==> config.mk <==
export PLATFORM = sky130hd
export DESIGN_NAME = sdclk_divider_unit
export DESIGN_NICKNAME = d
export VERILOG_FILES = /design/src/rtl/sdclk_pkg.sv /design/src/rtl/sdclk_ctrl_reg.sv /design/src/rtl/sdclk_settle.sv /design/src/rtl/sdclk_divcore.sv /design/src/rtl/sdclk_divider_unit.sv
export SDC_FILE = /design/constraint.sdc
export NUM_CORES = 1
export LEC_CHECK = 0
export BUFFER_PORTS_ARGS = -buffer_cell sky130_fd_sc_hd__clkbuf_2
export CAP_MARGIN = 20
export CORE_ASPECT_RATIO = 2
export CORE_MARGIN = 2
export CORE_UTILIZATION = 40
export CTS_CLUSTER_DIAMETER = 80
export DETAILED_ROUTE_END_ITERATION = 7
export MAX_ROUTING_LAYER = met4
export SYNTH_ARGS = -nofsm -noshare
export SYNTH_HDL_FRONTEND = slang
export SYNTH_SLANG_ARGS = --single-unit
==> constraint.sdc <==
create_clock -name base_clk -period 3 [get_ports base_clk]
set_input_delay 0 -clock base_clk [delete_from_list [all_inputs] [get_ports base_clk]]
set_output_delay 0 -clock base_clk [all_outputs]
set_load 0.01 [all_outputs]
==> src/rtl/sdclk_pkg.sv <==
package sdclk_pkg;

  // Width of the half-period count; covers the 10-bit divisor field.
  localparam int HALF_W = 10;

  // Control word field positions (decoded by software, so fixed).
  localparam int BIT_INT_EN = 0;
  localparam int BIT_STABLE = 1;
  localparam int BIT_CARD_EN = 2;
  localparam int HI_LSB = 6;
  localparam int LO_LSB = 8;

  // Power-of-two code: keep only the most significant set bit.
  function automatic logic [HALF_W-1:0] half_pow2(input logic [7:0] code);
    logic [HALF_W-1:0] r;
    r = '0;
    for (int b = 0; b < 8; b++) begin
      if (code[b]) r = HALF_W'(1) << b;
    end
    return r;
  endfunction

  // Even-divisor code: upper two bits join the lower byte.
  function automatic logic [HALF_W-1:0] half_even(input logic [1:0] up,
                                                  input logic [7:0] lo);
    return {up, lo};
  endfunction

  // Half period in base cycles; zero means pass-through.
  function automatic logic [HALF_W-1:0] decode_half(input bit wide,
                                                    input logic [1:0] up,
                                                    input logic [7:0] lo);
    return wide ? half_even(up, lo) : half_pow2(lo);
  endfunction

endpackage

==> src/rtl/sdclk_ctrl_reg.sv <==
module sdclk_ctrl_reg
  import sdclk_pkg::*;
#(
  parameter bit DIV10_MODE = 1'b0
) (
  input  logic              clk,
  input  logic              rst_n,
  input  logic              wr_en,
  input  logic [15:0]       wr_data,
  output logic              int_en_o,
  output logic              card_en_o,
  output logic [1:0]        div_hi_o,
  output logic [7:0]        div_lo_o,
  output logic [HALF_W-1:0] half_o
);

  logic              int_en_q;
  logic              card_en_q;
  logic [1:0]        div_hi_q;
  logic [7:0]        div_lo_q;
  logic [HALF_W-1:0] half_q;
  logic [1:0]        hi_keep;
  logic              capture_div;
  logic              unused_wr_bits;

  // Upper field exists only in the even-divisor variant.
  generate
    if (DIV10_MODE) begin : g_hi_field
      assign hi_keep = wr_data[HI_LSB+1:HI_LSB];
    end else begin : g_no_hi_field
      assign hi_keep = 2'b00;
    end
  endgenerate

  assign unused_wr_bits = ^{wr_data[5:3], wr_data[BIT_STABLE], wr_data[HI_LSB+1:HI_LSB]};

  // Divisor is latched on the write that turns the internal clock on.
  assign capture_div = wr_en && wr_data[BIT_INT_EN] && !int_en_q;

  always_ff @(posedge clk or negedge rst_n) begin
    if (!rst_n) begin
      int_en_q  <= 1'b0;
      card_en_q <= 1'b0;
      div_hi_q  <= '0;
      div_lo_q  <= '0;
      half_q    <= '0;
    end else begin
      if (wr_en) begin
        int_en_q  <= wr_data[BIT_INT_EN];
        card_en_q <= wr_data[BIT_CARD_EN];
        div_hi_q  <= hi_keep;
        div_lo_q  <= wr_data[LO_LSB+7:LO_LSB];
      end
      if (capture_div) begin
        half_q <= decode_half(DIV10_MODE, hi_keep, wr_data[LO_LSB+7:LO_LSB]);
      end
    end
  end

  assign int_en_o  = int_en_q;
  assign card_en_o = card_en_q;
  assign div_hi_o  = div_hi_q;
  assign div_lo_o  = div_lo_q;
  assign half_o    = half_q;

  // while the clock keeps running the working divisor never moves
  assert_divisor_hold_R10: assert property (@(posedge clk) disable iff (!rst_n)
    (int_en_q && $past(int_en_q)) |-> $stable(half_q));

endmodule

==> src/rtl/sdclk_settle.sv <==
module sdclk_settle #(
  parameter int SETTLE_CYCLES = 16
) (
  input  logic clk,
  input  logic rst_n,
  input  logic int_en_i,
  output logic stable_o
);

  localparam int CNT_W = $clog2(SETTLE_CYCLES + 1);
  localparam logic [CNT_W-1:0] LAST = CNT_W'(SETTLE_CYCLES - 1);

  logic [CNT_W-1:0] cnt_q;
  logic             stable_q;
  logic             settle_done;

  assign settle_done = int_en_i && !stable_q && (cnt_q == LAST);

  always_ff @(posedge clk or negedge rst_n) begin
    if (!rst_n) begin
      cnt_q    <= '0;
      stable_q <= 1'b0;
    end else if (!int_en_i) begin
      cnt_q    <= '0;
      stable_q <= 1'b0;
    end else if (settle_done) begin
      stable_q <= 1'b1;
    end else if (!stable_q) begin
      cnt_q <= cnt_q + 1'b1;
    end
  end

  assign stable_o = stable_q;

  // the settle counter never runs past its terminal value
  assert_settle_bound_R3: assert property (@(posedge clk) disable iff (!rst_n)
    (int_en_i && !stable_q) |-> (cnt_q <= LAST));

endmodule

==> src/rtl/sdclk_divcore.sv <==
module sdclk_divcore
  import sdclk_pkg::*;
(
  input  logic              clk,
  input  logic              rst_n,
  input  logic              int_en_i,
  input  logic              stable_i,
  input  logic              card_en_i,
  input  logic [HALF_W-1:0] half_i,
  output logic              card_clk_o
);

  logic              pass_mode;
  logic [HALF_W-1:0] cnt_q;
  logic              tick;
  logic              co_q;
  logic              gate_q;
  logic [HALF_W-1:0] hi_run_q;

  assign pass_mode = (half_i == '0);

  // Half-period tick: the phase counter wraps after half_i base cycles.
  assign tick = int_en_i && !pass_mode && (cnt_q == half_i - 1'b1);

  always_ff @(posedge clk or negedge rst_n) begin
    if (!rst_n) begin
      cnt_q <= '0;
    end else if (!int_en_i || pass_mode || tick) begin
      cnt_q <= '0;
    end else begin
      cnt_q <= cnt_q + 1'b1;
    end
  end

  // Divided output: a high phase starts only with the card enabled and
  // the clock stable, and always ends on a tick, so it is never cut short.
  always_ff @(posedge clk or negedge rst_n) begin
    if (!rst_n) begin
      co_q <= 1'b0;
    end else if (!int_en_i) begin
      co_q <= 1'b0;
    end else if (tick) begin
      co_q <= co_q ? 1'b0 : (card_en_i && stable_i);
    end
  end

  // Pass-through gate changes only while the base clock is low.
  always_ff @(negedge clk or negedge rst_n) begin
    if (!rst_n) begin
      gate_q <= 1'b0;
    end else begin
      gate_q <= card_en_i && int_en_i && stable_i && pass_mode;
    end
  end

  assign card_clk_o = pass_mode ? (clk & gate_q) : co_q;

  // Length of the current high phase, observed for the checks below.
  always_ff @(posedge clk or negedge rst_n) begin
    if (!rst_n) begin
      hi_run_q <= '0;
    end else if (co_q) begin
      hi_run_q <= hi_run_q + 1'b1;
    end else begin
      hi_run_q <= '0;
    end
  end

  // with the card disabled a low output stays low
  assert_card_idle_R8: assert property (@(posedge clk) disable iff (!rst_n)
    (!card_en_i && !co_q) |=> !co_q);

  // no pulse starts before the internal clock is stable
  assert_wait_stable_R8: assert property (@(posedge clk) disable iff (!rst_n)
    (!stable_i && !co_q) |=> !co_q);

  // a high phase that ends while the clock runs lasts exactly half_i cycles
  assert_full_high_R9: assert property (@(posedge clk) disable iff (!rst_n)
    ($fell(co_q) && $past(int_en_i)) |-> (hi_run_q == half_i));

  // the phase counter stays below the half period
  assert_cnt_bound_R5: assert property (@(posedge clk) disable iff (!rst_n)
    (int_en_i && !pass_mode) |-> (cnt_q < half_i));

endmodule

==> src/rtl/sdclk_divider_unit.sv <==
module sdclk_divider_unit
  import sdclk_pkg::*;
#(
  parameter bit DIV10_MODE    = 1'b0,
  parameter int SETTLE_CYCLES = 16
) (
  input  logic        base_clk,
  input  logic        rst_n,
  input  logic        wr_en,
  input  logic [15:0] wr_data,
  output logic [15:0] rd_data,
  output logic        card_clk
);

  logic              int_en;
  logic              card_en;
  logic [1:0]        div_hi;
  logic [7:0]        div_lo;
  logic [HALF_W-1:0] half;
  logic              stable_raw;
  logic              stable_vis;

  sdclk_ctrl_reg #(.DIV10_MODE(DIV10_MODE)) u_ctrl (
    .clk      (base_clk),
    .rst_n    (rst_n),
    .wr_en    (wr_en),
    .wr_data  (wr_data),
    .int_en_o (int_en),
    .card_en_o(card_en),
    .div_hi_o (div_hi),
    .div_lo_o (div_lo),
    .half_o   (half)
  );

  sdclk_settle #(.SETTLE_CYCLES(SETTLE_CYCLES)) u_settle (
    .clk     (base_clk),
    .rst_n   (rst_n),
    .int_en_i(int_en),
    .stable_o(stable_raw)
  );

  // Flag drops on the same edge that turns the internal clock off.
  assign stable_vis = stable_raw && int_en;

  sdclk_divcore u_core (
    .clk       (base_clk),
    .rst_n     (rst_n),
    .int_en_i  (int_en),
    .stable_i  (stable_vis),
    .card_en_i (card_en),
    .half_i    (half),
    .card_clk_o(card_clk)
  );

  always_comb begin
    rd_data                     = '0;
    rd_data[BIT_INT_EN]         = int_en;
    rd_data[BIT_STABLE]         = stable_vis;
    rd_data[BIT_CARD_EN]        = card_en;
    rd_data[HI_LSB+1:HI_LSB]    = div_hi;
    rd_data[LO_LSB+7:LO_LSB]    = div_lo;
  end

  // turning the internal clock off clears the flag on that edge
  assert_stable_drop_R3: assert property (@(posedge base_clk) disable iff (!rst_n)
    (wr_en && !wr_data[BIT_INT_EN]) |=> !rd_data[BIT_STABLE]);

  // the flag is never set on the edge that turns the clock on
  assert_no_early_stable_R2: assert property (@(posedge base_clk) disable iff (!rst_n)
    (wr_en && wr_data[BIT_INT_EN] && !rd_data[BIT_INT_EN]) |=> !rd_data[BIT_STABLE]);

endmodule

# Word level (Yosys, flattened, before mapping)
# Cells that the tools add are included.
word_totals:
  reg_bits: 38
  word_cells: 55
classes:
  reduce_logical: 18
  mux: 18
  addsub: 3
  n_eq_ne: 6
  bitwise_logic: 1
ops:
  columns: ["op", "count"]
  rows:
  - ["5-bit two-way mux", 4]
  - ["1-bit logical AND", 11]
  - ["10-bit by 1-bit adder with 10-bit output, second input constant", 1]
  - ["10-bit == test", 1]
  - ["10-bit zero test", 1]
  - ["10-bit two-way mux", 1]
  - ["10-bit by 1-bit subtractor with 10-bit output, second input constant", 1]
  - ["8-bit two-way mux", 1]
  - ["1-bit two-way mux", 7]
  - ["7-bit two-way mux", 1]
  - ["6-bit two-way mux", 1]
  - ["5-bit by 1-bit adder with 5-bit output, second input constant", 1]
  - ["5-bit by 4-bit == test with 1-bit output, second input constant", 1]
  - ["4-bit two-way mux", 1]
  - ["2-bit by 1-bit != test with 1-bit output, second input constant", 2]
  - ["2-bit != test, second input constant", 2]
  - ["1-bit zero test", 3]
  - ["3-bit two-way mux", 1]
  - ["1-bit logical OR", 2]
  - ["2-bit two-way mux", 1]
  - ["2-bit AND reduction", 1]
  - ["1-bit bitwise AND", 1]

# Depth between registers and ports, before layout
logic_depth:
  ltp_word: 8
  mapped_depth: 8

# Hierarchy
# Synthesis repeated with hierarchy kept, for this count alone.
hier_totals:
  cells_unflattened: 193
  hier_area_um2: 2039.5
modules_own_cells:
  columns: ["module", "n_inst", "area_each_um2", "seq_area_each_um2", "cells_per_inst"]
  rows:
  - ["sdclk_divcore", 1, 914.6, 300.3, 100]
  - ["sdclk_ctrl_reg", 1, 764.5, 450.4, 59]
  - ["sdclk_settle", 1, 305.3, 150.1, 26]
  - ["sdclk_divider_unit", 1, 55.1, 0.0, 8]

==> impl_metrics.json <==
{
  "avgRoutedWirePerCell_um": 12.9,
  "yosysWarnings": 0,
  "cts_hold_buf": 17,
  "grt_pass1_vias": 1438,
  "final_common_cell": "dfrtp_1",
  "worst_setup_path_end_kind": "output port",
  "postRouteAntennaNets": 0,
  "dr_total_vias": 1443,
  "hpwl_mm": 2.61,
  "wirelength_mm": 3.68,
  "final_max_slew_viol_count": 0,
  "grt_pass1_wl_mm": 6.37,
  "avgSynthCellArea_um2": 10.6,
  "r2r_setup_slack_ns": 0.32,
  "drc": 0,
  "fin_worst_skew_ns": 0.0141,
  "dieArea_um2": 5480,
  "crit_slowest_cell": "dfrtn_1",
  "syn_inst": 184,
  "max-cap-violations": 0,
  "pre_cts_ws_ns": 0.331,
  "final_nets": 252,
  "io_pins": 36,
  "clk_latency_ns": 0.41,
  "num_antenna_cells": 0,
  "setup_ws_ns": 0.315,
  "tightestPinTransition_ns": 0.496,
  "grt_antenna_before_repair": 0,
  "gp_congestion": 0.735,
  "initial_core_util_pct": 40.8,
  "totalNegativeSetupSlack_ns": 0,
  "synth.cell_area_um2": 1950,
  "cts_resized": 0,
  "area_growth_pct": 22.6,
  "status": "complete, no violations",
  "grt_max_degree": 36,
  "slowest_delay_ns": 0.39,
  "core_um2": 4770,
  "cts_tree": "built",
  "startpoint_type": "flip-flop",
  "critPathTopFamily": "flip-flops",
  "max_slew_margin_pct": 66.8,
  "final_cell_mix": "35 x dfrtp_1, 24 x clkbuf_2, 18 x nor2_1",
  "rows": 36,
  "fp.dieW_um": 53.3,
  "crit_chain": "nand2_1, o21ai_0, clkbuf_2",
  "cp_num_buf_inv": 1,
  "arrival_ns": 2.69,
  "drtIter0Drc": 24,
  "cp_max_fo": 1,
  "clkTransAtPathRegs_ns": 0.08,
  "finalSetupViolCount": 0,
  "die_y_um": 103,
  "hold_violations": 0,
  "crit_type": "reg2out",
  "cp.required_ns": 3.00,
  "power.leakage_uw": 0.00110,
  "cts_setup_buffers": 0,
  "yosysSeqAreaShare_pct": 46.2,
  "synth-seq-cells": 36,
  "viasPerCell": 5.05,
  "vdd_ir_drop_max_uv": 393,
  "power_density_nw_per_um2": 514,
  "final_layout_size_suffix_gt1_share_pct": 24.5,
  "synth.distinct_cells": 43,
  "rsz0062_at_grt": "no",
  "power.total_uw": 1230,
  "hold_path_class": "in2reg",
  "track_usage_pct": 16.4,
  "grt_remaining_overflow": 0,
  "io_buffers": 24,
  "dr.pass1.iters": 5
}
worst paths after layout:
kind | to | start | cells past startpoint
min in group asynchronous | u_ctrl.div_lo_o[6]$_DFFE_PN0P_ | rst_n | 3
max reg2reg | u_core.gate_q$_DFF_NN0_ | u_ctrl.half_o[4]$_DFFE_PN0P_ | 3
max | card_clk | u_core.gate_q$_DFF_NN0_ | 3
min reg2reg | u_ctrl.div_lo_o[3]$_DFFE_PN0P_ | u_ctrl.div_lo_o[3]$_DFFE_PN0P_ | 1
max in group asynchronous | u_core.gate_q$_DFF_NN0_ | rst_n | 2
min | u_ctrl.card_en_o$_DFFE_PN0P_ | wr_en | 2
cell usage after synthesis:
library cell,n,area (µm²)
o21ba_2,1,10.0
a2111oi_4,1,27.5
xnor2_1,11,96.3
dfrtn_1,1,25.0
mux2_2,11,124
o211ai_1,1,7.51
ha_1,5,62.6
inv_1,7,26.3
a221oi_1,1,8.76
nor4_1,2,12.5
a21boi_0,1,7.51
o221ai_2,1,15.0
a211o_1,1,8.76
nand3_1,9,45.0
nor4_2,1,12.5
nor2b_1,1,6.26
a41o_1,1,10.0
a32o_1,1,10.0
and3b_1,1,8.76
nor3b_1,1,7.51
nand3b_1,1,7.51
mux2i_1,1,10.0
or2_0,1,6.26
nand2_1,14,52.6
or4_4,1,11.3
a22o_1,3,26.3
nor2_1,18,67.6
o21ai_0,5,25.0
o211a_1,1,10.0
buf_4,8,60.1
o211ai_4,1,21.3
o31ai_1,1,7.51
xor2_1,10,87.6
and3_1,6,37.5
buf_6,2,22.5
conb_1,1,3.75
and2_1,4,25.0
nand2b_1,1,6.26
clkbuf_1,4,15.0
or2_2,1,6.26
dfrtp_1,35,876
nor3_1,5,25.0
nand4_1,1,6.26
state kept, by name, indices dropped and copies added (netlist names):
signal and count:
u_ctrl.int_en_o 1, u_core.co_q 1, u_settle.cnt_q 5, u_settle.stable_o 1, u_core.cnt_q 10, u_ctrl.card_en_o 1
u_ctrl.div_lo_o 8, u_ctrl.half_o 8, u_core.gate_q 1
stage by stage:
stage	cell area [µm²]	instances	hold slack (ns)	util (%)
after global placement	2080	258	0.144	43.6
after detailed placement	2080	258	0.146	43.6
after global routing	2390	286	0.0744	50.0
final	2390	286	0.0601	50.0
after floorplan	1960	188	-0.296	-
after CTS	2390	286	0.0628	50.0
where the power goes:
part | switching, µW | internal [µW] | total [µW] | leakage (µW)
registers | 40.3 | 519 | 559 | 0.000472
logic | 101 | 99.5 | 201 | 0.000553
clock network | 198 | 270 | 469 | 0.0000717
layout make-up:
class	count	area [µm²]
timing repair buffer	43	308
sequential	36	901
inverter	7	26.3
tap	57	71.3
multi-input combinational	131	938
clock inverter	2	15.0
clock buffer	10	129
fill	463	2390
per-layer routing:
| layer | wire length [µm] | vias to the layer above | global-route usage [%] |
|---|---|---|---|
| li1 | - | 712 | - |
| met1 | 1510 | 679 | 18.4 |
| met5 | 0 | - | - |
| met2 | 1920 | 43 | 25.5 |
| met3 | 184 | 9 | 5.36 |
| met4 | 65 | 0 | 8.09 |
cell families after synthesis:
kind of cell / count (synthesis) / synth area share, %
buffers and inverters: 21 / 6.36
adders and majority gates: 5 / 3.21
and+or+nand+nor: 68 / 17.7
muxes: 12 / 6.87
xor gates and xnor gates: 21 / 9.44
other: 1 / 0.192
DFF: 36 / 46.2
AOI/OAI and AO/OA: 20 / 10.0
Power figures use the tool's default switching activity.
